## config.mk

```make
export PLATFORM = sky130hd
export DESIGN_NAME = dma_chan_arbiter
export DESIGN_NICKNAME = d
export VERILOG_FILES = /design/src/rtl/dma_arb_pkg.sv /design/src/rtl/dma_arb_prio_pick.sv /design/src/rtl/dma_arb_group_ctr.sv /design/src/rtl/dma_chan_arbiter.sv
export SDC_FILE = /design/constraint.sdc
export NUM_CORES = 1
export LEC_CHECK = 0
export BUFFER_PORTS_ARGS = -buffer_cell sky130_fd_sc_hd__buf_2
export CAP_MARGIN = 20
export CORE_MARGIN = 2
export CORE_UTILIZATION = 40
export CTS_BUF_LIST = sky130_fd_sc_hd__clkbuf_8
export CTS_CLUSTER_SIZE = 25
export DETAILED_ROUTE_END_ITERATION = 8
export PLACE_DENSITY = 0.79
export SYNTH_ARGS = -nofsm -noshare
export SYNTH_HDL_FRONTEND = slang
export SYNTH_SLANG_ARGS = --single-unit
```

## constraint.sdc

```tcl
create_clock -name clk -period 1.4 [get_ports clk]
set_clock_uncertainty 0.05 [all_clocks]
set_input_delay 0.35 -clock clk [delete_from_list [all_inputs] [get_ports clk]]
set_output_delay 0.35 -clock clk [all_outputs]
set_load 0.02 [all_outputs]
```

## src/rtl/dma_arb_pkg.sv

```systemverilog
package dma_arb_pkg;

    typedef enum logic {
        ARB_IDLE  = 1'b0,
        ARB_OWNED = 1'b1
    } arb_phase_e;

endpackage

```

## src/rtl/dma_arb_prio_pick.sv

```systemverilog
module dma_arb_prio_pick #(
    parameter int unsigned NUM_CH = 8,
    localparam int unsigned IDX_W = (NUM_CH > 1) ? $clog2(NUM_CH) : 1
) (
    input  logic [NUM_CH-1:0] req,
    output logic [NUM_CH-1:0] pick_onehot,
    output logic [IDX_W-1:0]  pick_idx,
    output logic              pick_any
);

    logic [NUM_CH:0] seen;

    assign seen[0] = 1'b0;

    for (genvar g = 0; g < NUM_CH; g++) begin : g_chain
        assign pick_onehot[g] = req[g] & ~seen[g];
        assign seen[g+1]      = seen[g] | req[g];
    end

    assign pick_any = seen[NUM_CH];

    always_comb begin
        pick_idx = '0;
        for (int i = NUM_CH - 1; i >= 0; i--) begin
            if (req[i]) begin
                pick_idx = IDX_W'(i);
            end
        end
    end

endmodule

```

## src/rtl/dma_arb_group_ctr.sv

```systemverilog
module dma_arb_group_ctr #(
    parameter int unsigned MAX_GROUP = 4,
    localparam int unsigned CNT_W = $clog2(MAX_GROUP + 1)
) (
    input  logic             clk,
    input  logic             rst_n,
    input  logic             load,
    input  logic [CNT_W-1:0] load_val,
    input  logic             dec,
    output logic [CNT_W-1:0] remaining,
    output logic             last
);

    logic [CNT_W-1:0] cnt_d;
    logic [CNT_W-1:0] cnt_q;

    always_comb begin
        cnt_d = cnt_q;
        if (load) begin
            cnt_d = load_val;
        end else if (dec && (cnt_q != '0)) begin
            cnt_d = cnt_q - CNT_W'(1);
        end
    end

    always_ff @(posedge clk or negedge rst_n) begin
        if (!rst_n) begin
            cnt_q <= '0;
        end else begin
            cnt_q <= cnt_d;
        end
    end

    assign remaining = cnt_q;
    assign last      = (cnt_q == CNT_W'(1));

    // completion pulses are only counted while words remain
    a_r4_no_underflow: assert property (@(posedge clk) disable iff (!rst_n)
        dec |-> (cnt_q != '0));

    // a load never exceeds the largest group
    a_r8_load_range: assert property (@(posedge clk) disable iff (!rst_n)
        load |-> (load_val >= CNT_W'(1) && load_val <= CNT_W'(MAX_GROUP)));

endmodule

```

## src/rtl/dma_chan_arbiter.sv

```systemverilog
module dma_chan_arbiter
    import dma_arb_pkg::*;
#(
    parameter int unsigned NUM_CH    = 8,
    parameter int unsigned MAX_GROUP = 4,
    localparam int unsigned FLD_W = (MAX_GROUP > 1) ? $clog2(MAX_GROUP) : 1,
    localparam int unsigned CNT_W = $clog2(MAX_GROUP + 1),
    localparam int unsigned IDX_W = (NUM_CH > 1) ? $clog2(NUM_CH) : 1
) (
    input  logic                    clk,
    input  logic                    rst_n,
    input  logic [NUM_CH-1:0]       ch_active,
    input  logic [NUM_CH*FLD_W-1:0] ch_words,
    input  logic                    word_done,
    input  logic [NUM_CH-1:0]       ch_irq,
    output logic [NUM_CH-1:0]       grant,
    output logic                    busy,
    output logic                    irq
);

    typedef struct packed {
        arb_phase_e        phase;
        logic [NUM_CH-1:0] grant;
    } arb_state_t;

    arb_state_t st_d;
    arb_state_t st_q;

    logic [NUM_CH-1:0] pick_onehot;
    logic [IDX_W-1:0]  pick_idx;
    logic              pick_any;
    logic [FLD_W-1:0]  sel_field;
    logic [CNT_W-1:0]  load_val;
    logic [CNT_W-1:0]  remaining;
    logic              last_word;
    logic              start_grp;
    logic              count_word;
    logic              finish_grp;

    dma_arb_prio_pick #(
        .NUM_CH (NUM_CH)
    ) u_pick (
        .req         (ch_active),
        .pick_onehot (pick_onehot),
        .pick_idx    (pick_idx),
        .pick_any    (pick_any)
    );

    assign sel_field = ch_words[pick_idx*FLD_W +: FLD_W];
    assign load_val  = CNT_W'(sel_field) + CNT_W'(1);

    assign start_grp  = (st_q.phase == ARB_IDLE) && pick_any;
    assign count_word = (st_q.phase == ARB_OWNED) && word_done;
    assign finish_grp = count_word && last_word;

    dma_arb_group_ctr #(
        .MAX_GROUP (MAX_GROUP)
    ) u_ctr (
        .clk       (clk),
        .rst_n     (rst_n),
        .load      (start_grp),
        .load_val  (load_val),
        .dec       (count_word),
        .remaining (remaining),
        .last      (last_word)
    );

    always_comb begin
        st_d = st_q;
        if (start_grp) begin
            st_d.phase = ARB_OWNED;
            st_d.grant = pick_onehot;
        end else if (finish_grp) begin
            st_d.phase = ARB_IDLE;
            st_d.grant = '0;
        end
    end

    always_ff @(posedge clk or negedge rst_n) begin
        if (!rst_n) begin
            st_q <= '{phase: ARB_IDLE, grant: '0};
        end else begin
            st_q <= st_d;
        end
    end

    assign grant = st_q.grant;
    assign busy  = (st_q.phase == ARB_OWNED);
    assign irq   = |ch_irq;

    // never more than one owner
    a_r2_grant_onehot: assert property (@(posedge clk) disable iff (!rst_n)
        $onehot0(grant));

    // busy matches presence of a grant
    a_r10_busy_grant: assert property (@(posedge clk) disable iff (!rst_n)
        busy == (grant != '0));

    // channel 0 wins whenever the master is free
    a_r3_top_wins: assert property (@(posedge clk) disable iff (!rst_n)
        (!busy && ch_active[0]) |=> grant[0]);

    // no change of owner before the group ends
    a_r5_no_preempt: assert property (@(posedge clk) disable iff (!rst_n)
        (busy && !(word_done && remaining == CNT_W'(1))) |=> $stable(grant));

    // the final word frees the master for one cycle
    a_r7_release: assert property (@(posedge clk) disable iff (!rst_n)
        (busy && word_done && remaining == CNT_W'(1)) |=> !busy);

endmodule

```

==> out/results.ini <==
[run_status]
status=complete, but fails checks
violations=setup timing

[layout]
drive_gt1_share_pct=62.4
antenna-diode-count=0
area_of_all_placed_cells_without_fillers_sq_mm=0.00169
finish.net_count=218
filler_cell_count=115
synthToLayoutAreaGrowth_pct=94.3

[placed_design]
post_dp_cell_area_sq_mm=0.00136
globalplace.congestion=0.826
dp.final_hpwl_um=2070
portBuffers=44

[global_route]
grt_first_pass_wirelength_um=5080
grt_start_max_net_pins=13
first_global_vias=1172
grt_usage_pct=26.0
globalRoute.totalOverflow=0
grt_antenna_before_repair=0

[yosys]
post_synthesis_cell_count=97
yosys-top-cells-count=14 x nor2_1, 12 x dfrtp_1, 9 x inv_1, 5 x a32o_1
synthTopCellsByArea=dfrtp_1 34%, nor2_1 6.0%, a32o_1 5.7%
synth_async_sr_flop_share_pct=100
number_of_storage_elements_in_the_synthesis_netlist=12
yosys_most_used_dff=dfrtp_1
syn-mean-instance-area_sq_um=8.98
yosysSeqAreaShare_pct=34.5
synth.net_count=136
post_synth_instance_area_sq_um=871
synth_edf_count=0
synthMostInstantiatedCell=nor2_1
synth_cell_type_count=38
synth_largest_area_cell=dfrtp_1
synth_top_area_share_pct=34.5
yosysWarnings=0

[routing]
detail-route-antenna-nets=0
firstDrtPassIters=5
detail_route.wl_per_cell_um=18.5
route.detailed.vias_per_inst=5.83
route.final.wire_length_um=3800
drc=0
num_vias=1196
drt_iter0_drc=67

[clock_network]
clock-root-buffer=clkbuf_8
cts_inserted_buffers=3
clock_insertion_delay_worst_skew_ns=0.24
clock_tree.buffer_depth=2
clkSinkCount=12
clkSlewWorstSetupHoldPaths_ns=0.06
tritoncts_clock_tree=done
htree_num_levels=1

[power]
leakage_nw=0.804
p_per_area_mw_per_mm2=1130
worst_ir_drop_vdd_mv=1.26

[timing]
headroom_to_the_max_slew_limit_pct=71.5
postLayoutSetupSlackWorst_ns=-0.702
setup_tns_ns=-2.47
finalHoldViolCount=0
layout_worst_path_cycle_share_pct=150
final_period_minus_worst_setup_slack_ns=2.10
achievable-frequency_ghz=0.476
timing_worst_slew_pin_value_ns=0.426
final-max-slew-violation-count=0
finalHoldWorstSlack_ns=0.443
rsz0062_at_grt=yes
number_of_setup_violations_in_the_final_report=11

[floorplanning]
io_pins=45
rows=16
die-width_um=50.7
die_height_um=50.7
die_area_sq_mm=0.00257
floorplan.initialDensity_pct=43.5
floorplan.core_area_sq_mm=0.00200

[setup_path]
crit_path_cell_trace=buf_6, nand2b_4, a211o_4, buf_4, buf_6, a2111oi_4, o32ai_2, ha_2, nand2_2, o21ai_2
critical-path-top-delay-family=compound AO/OA/AOI/OAI gates
crit_path_launch_type=input pin
path_buf_inv=3
worst-path-max-fanout=3
worstSetupEndpointType=register
critPathSlowestCell=a211o_4
crit_path_max_incr_delay_ns=0.36
worstSetupPathDepth=10
worst-r2r-cell-count=6
critPathArrivalTime_ns=2.17
critical_path_required_ns=1.47
path_common_cell=buf_6
critPathKind=input pin to register

[job]
max_cap_viol_count=0

[min_path]
timing.hold.worst.class=register to register
worstHoldPathCells=1

## per-layer routing
layer	wire [um]	GRT usage, %	vias up
met5	0	0	-
met4	145	6.76	0
met3	257	5.65	20
met2	2020	50.2	62
met1	1380	28.1	576
li1	-	-	538
## state kept, by name (all words and copies together) (netlist names)
| signal | count |
|---|---|
| grant | 8 |
| u_ctr.remaining | 3 |
| busy | 1 |
## area by class of cell
| class | instances | area [sq um] | area share, % |
|---|---|---|---|
| clock buffer | 4 | 55.1 | 3.25 |
| inverter | 9 | 33.8 | 2.00 |
| multi-input combinational | 73 | 717 | 42.4 |
| sequential | 12 | 302 | 17.8 |
| tap | 27 | 33.8 | 2.00 |
| timing repair buffer | 80 | 551 | 32.5 |
## cells by family (layout without fill, tap and decap cells)
kind of cell	count (synthesis)	after routing	share of synthesized area, %
buf+inv	12	93	6.18
xor+xnor	1	1	1.01
flops	12	12	34.5
simple gates	34	34	20.3
compound gates	32	32	29.7
mux	2	2	2.59
fa+ha+maj	4	4	5.75
## final timing paths
kind,from,to,slack (ns)
max in group asynchronous,rst_n,busy$_DFFE_PN0P_,0.59
worst min register to register,grant[6]$_DFFE_PN0P_,grant[6]$_DFFE_PN0P_,0.44
min in group asynchronous,rst_n,grant[6]$_DFFE_PN0P_,0.47
worst min-delay path,grant[6]$_DFFE_PN0P_,grant[6]$_DFFE_PN0P_,0.44
worst max register to register,u_ctr.remaining[0]$_DFFE_PN0P_,u_ctr.remaining[1]$_DFFE_PN0P_,-0.23
worst max-delay path,ch_active[6],u_ctr.remaining[1]$_DFFE_PN0P_,-0.70
## through the flow
stage / power, mW / utilization [%] / std cells / worst slack, ns
after CTS: 1.80 / 79.4 / 201 / -0.619
after global placement: 1.30 / 68.1 / 193 / -0.851
final: 1.91 / 84.5 / 205 / -0.702
after detailed placement: 1.34 / 68.1 / 193 / -0.930
after global routing: 2.03 / 84.5 / 205 / -0.725
after floorplan: 0.997 / - / 97 / -0.689
## report_power, final
group	switching, mW	internal (mW)
clock	0.126	0.248
sequential	0.0909	0.452
combinational	0.530	0.460
total	0.747	1.16
## placed cells by master (no fill, tap or decap), types with 4 or more instances in the layout
master and count:
buf_2 36, buf_4 33, nor2_1 12, dfrtp_1 11, buf_6 10, inv_1 9, a32o_1 5, clkbuf_8 4
## what timing repair did
action,in CTS,in global routing
hold buffers,1,0
pin swaps,8,16
hold endpoints to repair,12,0
setup endpoints to repair,12,13
gates resized for setup,28,17
setup buffers,3,4
(Power assumes the default switching activity.)
